**config.mk**
```make
export PLATFORM = sky130hd
export DESIGN_NAME = cpu_bus_slave
export DESIGN_NICKNAME = d
export VERILOG_FILES = /design/src/rtl/cbs_pkg.sv /design/src/rtl/cbs_sync.sv /design/src/rtl/cbs_lane_map.sv /design/src/rtl/cbs_write_capture.sv /design/src/rtl/cbs_irq_drive.sv /design/src/rtl/cpu_bus_slave.sv
export SDC_FILE = /design/constraint.sdc
export NUM_CORES = 1
export LEC_CHECK = 0
export BUFFER_PORTS_ARGS = -buffer_cell sky130_fd_sc_hd__clkbuf_2
export CAP_MARGIN = 15
export CORE_MARGIN = 2
export CORE_UTILIZATION = 48
export CTS_CLUSTER_DIAMETER = 100
export CTS_CLUSTER_SIZE = 28
export DETAILED_ROUTE_END_ITERATION = 12
export GPL_TIMING_DRIVEN = 0
export PLACE_DENSITY = 0.76
export SYNTH_ARGS = -nofsm -noshare
export SYNTH_HDL_FRONTEND = slang
export SYNTH_SLANG_ARGS = --single-unit
```
**constraint.sdc**
```tcl
create_clock -name clk_i -period 1.6 [get_ports clk_i]
set_input_delay 0.16 -clock clk_i [delete_from_list [all_inputs] [get_ports clk_i]]
set_output_delay 0.16 -clock clk_i [all_outputs]
set_load 0.05 [all_outputs]
```
**src/rtl/cbs_pkg.sv**
```systemverilog
package cbs_pkg;
  typedef struct packed {
    logic irq_od;   // bit 2
    logic be_style; // bit 1
    logic little;   // bit 0
  } mode_t;
  localparam int MODE_W = 3;
endpackage

```
**src/rtl/cbs_sync.sv**
```systemverilog
module cbs_sync #(
  parameter int         W       = 1,
  parameter int         STAGES  = 2,
  parameter logic [W-1:0] RST_VAL = '0
) (
  input  logic         clk_i,
  input  logic         rst_ni,
  input  logic [W-1:0] d_i,
  output logic [W-1:0] q_o
);
  logic [W-1:0] stg [STAGES];

  for (genvar s = 0; s < STAGES; s++) begin : g_stage
    always_ff @(posedge clk_i or negedge rst_ni) begin
      if (!rst_ni)     stg[s] <= RST_VAL;
      else if (s == 0) stg[s] <= d_i;
      else             stg[s] <= stg[(s == 0) ? 0 : s-1];
    end
  end

  assign q_o = stg[STAGES-1];
endmodule

```
**src/rtl/cbs_lane_map.sv**
```systemverilog
module cbs_lane_map #(
  parameter int DW = 16
) (
  input  logic          little_i,
  input  logic [DW-1:0] pin_wdata_i,
  input  logic [1:0]    pin_lanes_i,   // [1] pin lane high, [0] pin lane low
  input  logic [DW-1:0] reg_rdata_i,
  output logic [DW-1:0] reg_wdata_o,
  output logic [1:0]    reg_wbe_o,     // [0] even byte, [1] odd byte
  output logic [DW-1:0] pin_rdata_o
);
  localparam int BW = DW / 2;

  // big endian: even byte rides the high pin lane
  always_comb begin
    if (little_i) begin
      reg_wdata_o = pin_wdata_i;
      reg_wbe_o   = pin_lanes_i;
      pin_rdata_o = reg_rdata_i;
    end else begin
      reg_wdata_o = {pin_wdata_i[BW-1:0], pin_wdata_i[DW-1:BW]};
      reg_wbe_o   = {pin_lanes_i[0], pin_lanes_i[1]};
      pin_rdata_o = {reg_rdata_i[BW-1:0], reg_rdata_i[DW-1:BW]};
    end
  end
endmodule

```
**src/rtl/cbs_write_capture.sv**
```systemverilog
module cbs_write_capture #(
  parameter int DW = 16,
  parameter int AW = 8
) (
  input  logic          clk_i,
  input  logic          rst_ni,
  input  logic          be_style_i,
  input  logic          cs_n_i,
  input  logic          wr_hi_n_i,
  input  logic          wr_lo_n_i,
  input  logic          be_lo_n_i,
  input  logic [AW-1:0] addr_i,
  input  logic [DW-1:0] data_i,
  output logic          commit_o,
  output logic [AW-1:0] cap_addr_o,
  output logic [DW-1:0] cap_data_o,
  output logic [1:0]    cap_lanes_o
);
  logic       act, act_q;
  logic [1:0] lanes_now;

  always_comb begin
    if (be_style_i) begin
      act       = !cs_n_i && !wr_lo_n_i;
      lanes_now = {!wr_hi_n_i, !be_lo_n_i};
    end else begin
      act       = !cs_n_i && (!wr_hi_n_i || !wr_lo_n_i);
      lanes_now = {!wr_hi_n_i, !wr_lo_n_i};
    end
  end

  always_ff @(posedge clk_i or negedge rst_ni) begin
    if (!rst_ni) begin
      act_q       <= 1'b0;
      cap_addr_o  <= '0;
      cap_data_o  <= '0;
      cap_lanes_o <= '0;
    end else begin
      act_q <= act;
      if (act) begin
        cap_addr_o  <= addr_i;
        cap_data_o  <= data_i;
        cap_lanes_o <= (act_q ? cap_lanes_o : 2'b00) | lanes_now;
      end
    end
  end

  // commit on release of the strobe, only if some byte was enabled
  assign commit_o = act_q && !act && (cap_lanes_o != 2'b00);

  a_r7_one_commit_per_release: assert property (@(posedge clk_i) disable iff (!rst_ni)
    commit_o |=> !commit_o);
endmodule

```
**src/rtl/cbs_irq_drive.sv**
```systemverilog
module cbs_irq_drive (
  input  logic irq_i,
  input  logic od_i,
  output logic irq_o,
  output logic irq_oe_o
);
  always_comb begin
    if (od_i) begin
      irq_o    = 1'b0;
      irq_oe_o = irq_i;
    end else begin
      irq_o    = !irq_i;
      irq_oe_o = 1'b1;
    end
  end

  always_comb begin
    if (od_i) a_r10_never_drive_high: assert (!(irq_oe_o && irq_o));
  end
endmodule

```
**src/rtl/cpu_bus_slave.sv**
```systemverilog
module cpu_bus_slave #(
  parameter int          DW         = 16,
  parameter int          AW         = 8,
  parameter int          SYNC_STAGES = 2,
  parameter logic [7:0]  MODE_WADDR = 8'h00
) (
  input  logic          clk_i,
  input  logic          rst_ni,
  input  logic          cs_ni,
  input  logic          rd_ni,
  input  logic          wr_hi_ni,
  input  logic          wr_lo_ni,
  input  logic          be_lo_ni,
  input  logic [AW-1:0] addr_i,
  input  logic [DW-1:0] data_i,
  output logic [DW-1:0] data_o,
  output logic          data_oe_o,
  output logic [AW-1:0] reg_raddr_o,
  input  logic [DW-1:0] reg_rdata_i,
  output logic          reg_we_o,
  output logic [AW-1:0] reg_waddr_o,
  output logic [DW-1:0] reg_wdata_o,
  output logic [1:0]    reg_wbe_o,
  input  logic          irq_i,
  output logic          irq_o,
  output logic          irq_oe_o
);
  import cbs_pkg::*;

  localparam int CTRL_W = 4;
  localparam int BUS_W  = AW + DW;
  localparam logic [AW-1:0] MODE_A = AW'(MODE_WADDR);

  mode_t mode_q;

  logic [CTRL_W-1:0] ctrl_s;
  logic [BUS_W-1:0]  bus_s;

  cbs_sync #(.W(CTRL_W), .STAGES(SYNC_STAGES), .RST_VAL({CTRL_W{1'b1}})) u_ctrl_sync (
    .clk_i (clk_i),
    .rst_ni(rst_ni),
    .d_i   ({cs_ni, wr_hi_ni, wr_lo_ni, be_lo_ni}),
    .q_o   (ctrl_s)
  );

  // address/data delayed alongside the strobes so capture sees matching samples
  cbs_sync #(.W(BUS_W), .STAGES(SYNC_STAGES), .RST_VAL('0)) u_bus_align (
    .clk_i (clk_i),
    .rst_ni(rst_ni),
    .d_i   ({addr_i, data_i}),
    .q_o   (bus_s)
  );

  logic          commit;
  logic [AW-1:0] cap_addr;
  logic [DW-1:0] cap_data;
  logic [1:0]    cap_lanes;

  cbs_write_capture #(.DW(DW), .AW(AW)) u_capture (
    .clk_i      (clk_i),
    .rst_ni     (rst_ni),
    .be_style_i (mode_q.be_style),
    .cs_n_i     (ctrl_s[3]),
    .wr_hi_n_i  (ctrl_s[2]),
    .wr_lo_n_i  (ctrl_s[1]),
    .be_lo_n_i  (ctrl_s[0]),
    .addr_i     (bus_s[BUS_W-1:DW]),
    .data_i     (bus_s[DW-1:0]),
    .commit_o   (commit),
    .cap_addr_o (cap_addr),
    .cap_data_o (cap_data),
    .cap_lanes_o(cap_lanes)
  );

  logic [DW-1:0] map_wdata, map_rdata;
  logic [1:0]    map_wbe;

  cbs_lane_map #(.DW(DW)) u_lane_map (
    .little_i   (mode_q.little),
    .pin_wdata_i(cap_data),
    .pin_lanes_i(cap_lanes),
    .reg_rdata_i(reg_rdata_i),
    .reg_wdata_o(map_wdata),
    .reg_wbe_o  (map_wbe),
    .pin_rdata_o(map_rdata)
  );

  always_ff @(posedge clk_i or negedge rst_ni) begin
    if (!rst_ni) begin
      mode_q      <= '0;
      reg_we_o    <= 1'b0;
      reg_waddr_o <= '0;
      reg_wdata_o <= '0;
      reg_wbe_o   <= '0;
    end else begin
      reg_we_o <= 1'b0;
      if (commit) begin
        if (cap_addr == MODE_A) begin
          if (cap_lanes[0]) mode_q <= mode_t'(cap_data[MODE_W-1:0]);
        end else begin
          reg_we_o    <= 1'b1;
          reg_waddr_o <= cap_addr;
          reg_wdata_o <= map_wdata;
          reg_wbe_o   <= map_wbe;
        end
      end
    end
  end

  assign reg_raddr_o = addr_i;
  assign data_oe_o   = !cs_ni && !rd_ni;
  assign data_o      = (addr_i == MODE_A) ? {{(DW-MODE_W){1'b0}}, mode_q} : map_rdata;

  cbs_irq_drive u_irq (
    .irq_i   (irq_i),
    .od_i    (mode_q.irq_od),
    .irq_o   (irq_o),
    .irq_oe_o(irq_oe_o)
  );

  a_r7_single_pulse: assert property (@(posedge clk_i) disable iff (!rst_ni)
    reg_we_o |=> !reg_we_o);
  a_r8_mode_only_on_commit: assert property (@(posedge clk_i) disable iff (!rst_ni)
    !commit |=> $stable(mode_q));
  a_r8_mode_not_forwarded: assert property (@(posedge clk_i) disable iff (!rst_ni)
    reg_we_o |-> reg_waddr_o != MODE_A);
  a_r6_write_has_byte: assert property (@(posedge clk_i) disable iff (!rst_ni)
    reg_we_o |-> reg_wbe_o != 2'b00);
endmodule

```
==> results.txt, run 1 <==
Cell variety after synth = 23
Final Hold Slack = 0.2788 ns
Post-Place Setup Slack = -0.4326 ns
number of placed I/O pins = 102
first-pass iteration count of the detailed router = 5
CTS H-tree depth = 4
Worst-Skew Late Latency = 0.52 ns
post-synthesis cell type with the largest combined area = dfrtp_1
net total in the final layout = 535
ratio of total power to cell area = 1544 mW/mm2
ant diodes = 0
required arrival time at the worst endpoint = 1.44 ns
final setup violation count = 45
routed length per instance = 18.14 um
Die Footprint = 0.009544 mm2
Post-Synthesis Cells = 307
xor and xnor fraction of the mapped netlist area = 0%
net count of the mapped netlist = 355
post-detailed-placement cell area = 0.004935 mm2
number of placement rows = 34
smallest setup slack after layout = -0.3142 ns
via/cell ratio = 5.038
DP Wirelength = 5478 um
run status = finished with violations
total negative slack = -8.298 ns
clock sink count = 113
initial cell density of the core = 48.80%
syn_area_per_cell = 13.73 um2
Seq/Total Area, Yosys = 67.34%
worst slew slack as a fraction of its limit = 43.04%
GRT overflow = 0
TritonCTS clock tree = done
number of buffers added on ports = 101
proportion of layout cells with a drive suffix above 1 = 53.82%
initial antenna violation count = 0
DP Cell Count = 516
number of buffers between clock root and the deepest sink = 2
fraction of the cycle the final worst path needs = 119.6%
clock transition at the register clock pins on the worst setup and hold paths after CTS = 0.05 ns
final routed wirelength across all metal layers = 10990 um
worst clock skew = 0.01153 ns
fraction of synthesized area in multiplexers = 17.81%
share of Yosys cell area claimed by the top area cell type = 62.35%
fin util = 75.98%
total global routing track utilization = 22.96%
area delta synth->final = 55.70%
Chip Height = 97.70 um
highest ir drop seen on vdd = 1.226 mV
number of DRC violations after detailed routing = 0
count of synthesis-stage warnings from yosys = 0
clock root cell = clkbuf_8
Critical Path Source Type = flop
combinational family with the most area after synthesis = multiplexers
setup repair after global routing missed its margin = yes
leakage dissipation = 3.238 nW
Crit Path Max Fanout = 7
Via Count = 3053
area taken by flip-flops and latches = 0.002839 mm2
footprint of the multi-input gates = 0.001501 mm2
total CTS buffers = 17
max_cap viols = 0
number of cells on the worst hold path = 2
Die Wd = 97.70 um
class of the most critical setup path = flop to primary output
final antenna-violating net count = 0
synthesized-area fraction occupied by ao, oa, aoi and oai cells = 1.900%
count of filler cells inserted in the layout = 483
Worst Hold Class = input pin to flop
simple-gate share of the synthesized area = 9.561%
core area = 0.008636 mm2
Synth area leaders = dfrtp_1 (62%), mux2_2 (7.5%), mux2_4 (6.8%)
fin cells = 606
final estimated routing congestion in global placement = 0.7890
via count of the first global-routing pass = 3174
initial detailed-routing violation count = 208
worst reg-to-reg path cell count = 6
Final Max Tran Viols = 0
summed instance area of the synthesized netlist = 0.004214 mm2
clock period minus worst slack = 1.914 ns
number of flip-flops and latches in the synthesized netlist = 113
post-route design area = 0.006561 mm2
global-route wire length before repair = 16620 um
total power draw = 10.13 mW
adder-cell share of the synthesized area = 0%
Least-Margin Pin Slew = 0.8544 ns
maximum number of pins on one net before global-route repair = 114
violations in the final reports = negative setup slack
Hold Fails Final Rpt = 0
Critical Path AT = 1.75 ns
highest attainable clock frequency = 522.4 MHz
critical path capture point type = primary output
repair_timing:
action                                 4_1_cts  5_1_grt
endpoints found under the hold margin      133        0
pin swaps                                    8        7
hold buffers                                29        0
cloned                                       3        0
setup endpoints to repair                   45       62
gates resized for setup                     86       25
setup buffers                               17       15
synthesized netlist by cell type:
cell         n
clkbuf_1     5
mux2i_1     15
or4_1        2
a211o_1      1
nor2_1      15
nand2b_1     1
mux2_2      28
o21ai_0      8
mux2_4      19
buf_2        3
dfrtp_1    105
nand2b_2     1
o2111ai_4    1
dfstp_2      8
and4bb_2     1
o21ai_1      1
buf_4        9
nor4_1       2
inv_1        1
buf_6        3
nand2_1     76
nor2_2       1
clkinv_1     1
worst paths after layout:
check / from / endpoint / slack, ns
setup / recovery: mode_q[0]$_DFFE_PN0P_ / data_o[7] / -0.31
hold reg to reg: u_bus_align.stg[39]$_DFF_PN0_ / u_bus_align.q_o[15]$_DFF_PN0_ / 0.35
max in group asynchronous: rst_ni / u_capture.cap_addr_o[5]$_DFFE_PN0P_ / 0.66
min in group asynchronous: rst_ni / u_bus_align.stg[27]$_DFF_PN0_ / 0.33
setup reg to reg: u_capture.cap_addr_o[5]$_DFFE_PN0P_ / reg_wdata_o[10]$_DFFE_PN0P_ / -0.22
hold / removal: wr_lo_ni / u_ctrl_sync.stg[5]$_DFF_PN1_ / 0.28
registers in the layout (all words and copies together) (netlist names):
register	count
reg_waddr_o	8
reg_we_o	1
u_capture.cap_lanes_o	2
u_ctrl_sync.stg	4
u_capture.act_q	1
reg_wdata_o	16
u_bus_align.q_o	24
u_capture.cap_data_o	16
mode_q	3
reg_wbe_o	2
u_capture.cap_addr_o	8
u_ctrl_sync.q_o	4
u_bus_align.stg	24
layout by cell type (no fill, tap or decap), drive strengths merged:
cell / Yosys / routed
clkinv: 1 / 6
dfstp: 8 / 8
dlygate4sd3: 0 / 29
mux2: 47 / 47
nor2: 16 / 16
clkinvlp: 0 / 1
or4: 2 / 2
nor4: 2 / 2
nand2: 76 / 76
o21ai: 9 / 9
dfrtp: 105 / 105
and4bb: 1 / 1
inv: 1 / 1
nand2b: 2 / 2
mux2i: 15 / 15
a211o: 1 / 1
buf: 15 / 51
o2111ai: 1 / 1
clkbuf: 5 / 121
bufinv: 0 / 4
power by group:
group | switching [mW] | leakage [nW] | internal, mW
clock network | 1.29 | 0.297 | 2.59
registers | 0.280 | 1.35 | 3.25
logic | 1.65 | 1.60 | 1.07
cell type report:
| cell class | count | share of cell area (%) |
|---|---|---|
| buffer | 18 | 2.517 |
| clock buffer | 20 | 6.789 |
| clock inverter | 10 | 2.441 |
| inverter | 2 | 0.1907 |
| multi-input combinational | 172 | 22.88 |
| sequential | 113 | 43.27 |
| tap | 108 | 2.060 |
| timing repair buffer | 163 | 19.85 |
logic make-up after synthesis:
| group | count (synthesis) |
|---|---|
| AOI/OAI and AO/OA | 11 |
| buffers and inverters | 22 |
| DFF | 113 |
| muxes | 62 |
| and+or+nand+nor | 99 |
worst max-delay path, stage by stage, from the launching register on:
cell and delay, ns:
dfrtp_1 0.38, buf_6 0.16, buf_8 0.14, mux2i_2 0.16, nor2_1 0.18, clkbuf_8 0.22
metal layers:
metal  GRT usage (%)  vias to the layer above  share of wire, %
li1                -                     1370                 -
met4           8.654                        0               1.8
met5               0                        -                 0
met2           38.62                      114                53
met1           28.37                     1551                40
met3           6.403                       18               4.7
Power figures use the tool's default switching activity.
==> inputs of run 2 (changes only) <==
--- a/config.mk
+++ b/config.mk
@@ -7,13 +7,16 @@
 export LEC_CHECK = 0
 export BUFFER_PORTS_ARGS = -buffer_cell sky130_fd_sc_hd__clkbuf_2
 export CAP_MARGIN = 15
+export CELL_PAD_IN_SITES_DETAIL_PLACEMENT = 0
+export CELL_PAD_IN_SITES_GLOBAL_PLACEMENT = 1
 export CORE_MARGIN = 2
-export CORE_UTILIZATION = 48
+export CORE_UTILIZATION = 38
 export CTS_CLUSTER_DIAMETER = 100
 export CTS_CLUSTER_SIZE = 28
 export DETAILED_ROUTE_END_ITERATION = 12
 export GPL_TIMING_DRIVEN = 0
-export PLACE_DENSITY = 0.76
+export PLACE_DENSITY_LB_ADDON = 0.1
+export SETUP_SLACK_MARGIN = 0.5
 export SYNTH_ARGS = -nofsm -noshare
 export SYNTH_HDL_FRONTEND = slang
 export SYNTH_SLANG_ARGS = --single-unit
==> run 2 against run 1 <==
  * The flow still finishes with violations (negative setup slack)
  * Critical path depth is 1 higher
  * Clock skew is 0.0064 ns lower
  * Design area is 13% higher
  * Sequential share of layout area is 5.1 points lower
  * Utilization is 7.4 points lower
  * Combinational power is 30% higher
  * Power is 10% higher
  * Via count is 3.6% lower
  * Largest cell class unchanged
  * Highest routed layer unchanged
==> results.txt, run 2 (synthesized netlist as in run 1, its figures left out) <==
run status = finished with violations
violations in the final reports = negative setup slack
GRT overflow = 0
DP Cell Count = 548
CTS H-tree depth = 4
Worst setup endpoint = data_o[1]
DP Wirelength = 5581 um
final antenna-violating net count = 0
Worst Hold Class = input pin to async pin
number of placed I/O pins = 102
final setup violation count = 46
R2R Setup Slk = -0.16 ns
fin cells = 653
Least-Margin Pin Slew = 0.8240 ns
via count of the first global-routing pass = 3039
global-route wire length before repair = 15180 um
clock root cell = clkbuf_8
total global routing track utilization = 17.58%
proportion of layout cells with a drive suffix above 1 = 63.94%
worst clock skew = 0.005179 ns
reg-to-reg critical path endpoint = reg_wdata_o[11]$_DFFE_PN0P_
Final Max Tran Viols = 0
worst slew slack as a fraction of its limit = 45.07%
number of placement rows = 38
ant diodes = 0
Via Count = 2943
total negative slack = -8.303 ns
worst reg-to-reg path cell count = 6
clock sink count = 113
leakage dissipation = 3.534 nW
TritonCTS clock tree = done
max_cap viols = 0
number of buffers added on ports = 101
Die Footprint = 0.01195 mm2
final routed wirelength across all metal layers = 10130 um
via/cell ratio = 4.507
Worst-Skew Late Latency = 0.52 ns
Critical Path Source = mode_q[0]$_DFFE_PN0P_
fraction of the cycle the final worst path needs = 120.3%
highest attainable clock frequency = 519.4 MHz
maximum number of pins on one net before global-route repair = 114
critical path capture point type = primary output
first-pass iteration count of the detailed router = 4
most frequent standard cell in the layout excluding fill and tap cells = dfrtp_1
number of buffers between clock root and the deepest sink = 2
ratio of total power to cell area = 1503 mW/mm2
Crit Path Max Fanout = 6
Hold Fails Final Rpt = 0
initial detailed-routing violation count = 95
total power draw = 11.18 mW
number of DRC violations after detailed routing = 0
area delta synth->final = 76.51%
count of filler cells inserted in the layout = 768
Die Wd = 109.3 um
smallest setup slack after layout = -0.3254 ns
class of the most critical setup path = flop to primary output
initial antenna violation count = 0
clock transition at the register clock pins on the worst setup and hold paths after CTS = 0.05 ns
routed length per instance = 15.51 um
Critical Path Source Type = flop
commonest cells after routing, fill and taps aside = dfrtp_1 (104), clkbuf_2 (55), buf_8 (52)
Final Hold Slack = 0.2723 ns
core area = 0.01084 mm2
highest ir drop seen on vdd = 1.094 mV
Post-Place Setup Slack = -0.3233 ns
Critical Path AT = 1.77 ns
setup repair after global routing missed its margin = yes
Chip Height = 109.3 um
required arrival time at the worst endpoint = 1.44 ns
final estimated routing congestion in global placement = 0.7301
net total in the final layout = 548
total CTS buffers = 17
clock period minus worst slack = 1.925 ns
worst reg2reg startpoint = u_capture.cap_addr_o[2]$_DFFE_PN0P_
initial cell density of the core = 38.87%
==> run 2: cell count changes in the layout (fill, tap and decap cells not counted), sizes merged <==
cell      delta
buf         +53
clkbuf      -38
clkinv       -2
bufinv       +1
clkinvlp     +1
==> run 2: cell type report <==
class / count / area, um2 / share of cell area (%)
multi-input combinational: 172 / 1720 / 23.13
buffer: 20 / 296.5 / 3.987
inverter: 2 / 20.02 / 0.2691
sequential: 113 / 2839 / 38.17
clock inverter: 10 / 180.2 / 2.422
clock buffer: 22 / 462.9 / 6.224
tap: 140 / 175.2 / 2.355
timing repair buffer: 174 / 1744 / 23.45
==> run 2: worst max-delay path, stage by stage (launching register included) <==
cell and delay (ns):
dfrtp_1 0.37, buf_6 0.12, buf_12 0.13, buf_12 0.14, mux2i_4 0.19, o21ai_4 0.13, buf_8 0.16
==> run 2: how the worst min path moves through the flow <==
| stage | end | slack (ns) | cells past startpoint |
|---|---|---|---|
| 2_1_floorplan | mode_q[0]$_DFFE_PN0P_ | -0.14 | 0 |
| 3_3_place_gp | u_ctrl_sync.stg[4]$_DFF_PN1_ | 0.25 | 1 |
| 5_1_grt | u_bus_align.stg[32]$_DFF_PN0_ | 0.27 | 2 |
| 6_report | reg_wdata_o[5]$_DFFE_PN0P_ | 0.27 | 2 |
| 3_5_place_dp | u_ctrl_sync.stg[6]$_DFF_PN1_ | 0.25 | 1 |
| 4_1_cts | u_ctrl_sync.stg[5]$_DFF_PN1_ | 0.25 | 2 |
==> run 2: timing repair <==
| item | 4_1_cts | 5_1_grt |
|---|---|---|
| hold buffers | 29 | 0 |
| endpoints found under the setup margin | 98 | 102 |
| pin swaps | 15 | 46 |
| endpoints found under the hold margin | 133 | 0 |
| resized for setup | 166 | 108 |
| cloned | 4 | 3 |
| buffers inserted | 34 | 3 |
==> run 2: where the power goes <==
group	switching, mW	total [mW]	internal, mW
combinational	1.74	3.53	1.79
sequential	0.341	3.59	3.25
clock	1.26	4.06	2.80
total	3.34	11.2	7.84
==> run 2: metal layers <==
layer | vias to the layer above | GRT usage (%) | part of all wire, %
li1 | 1408 | - | -
met1 | 1453 | 20.71 | 41
met2 | 62 | 29.19 | 53
met3 | 20 | 4.920 | 3.4
met4 | 0 | 9.494 | 2.3
met5 | - | 0 | 0
==> run 2: stage by stage <==
step,utilization (%),cell area [um2]
global route,68.62,7438
floorplan,-,4380
finish,68.62,7438
global placement,46.69,5061
CTS,65.58,7109
detailed placement,46.77,5070
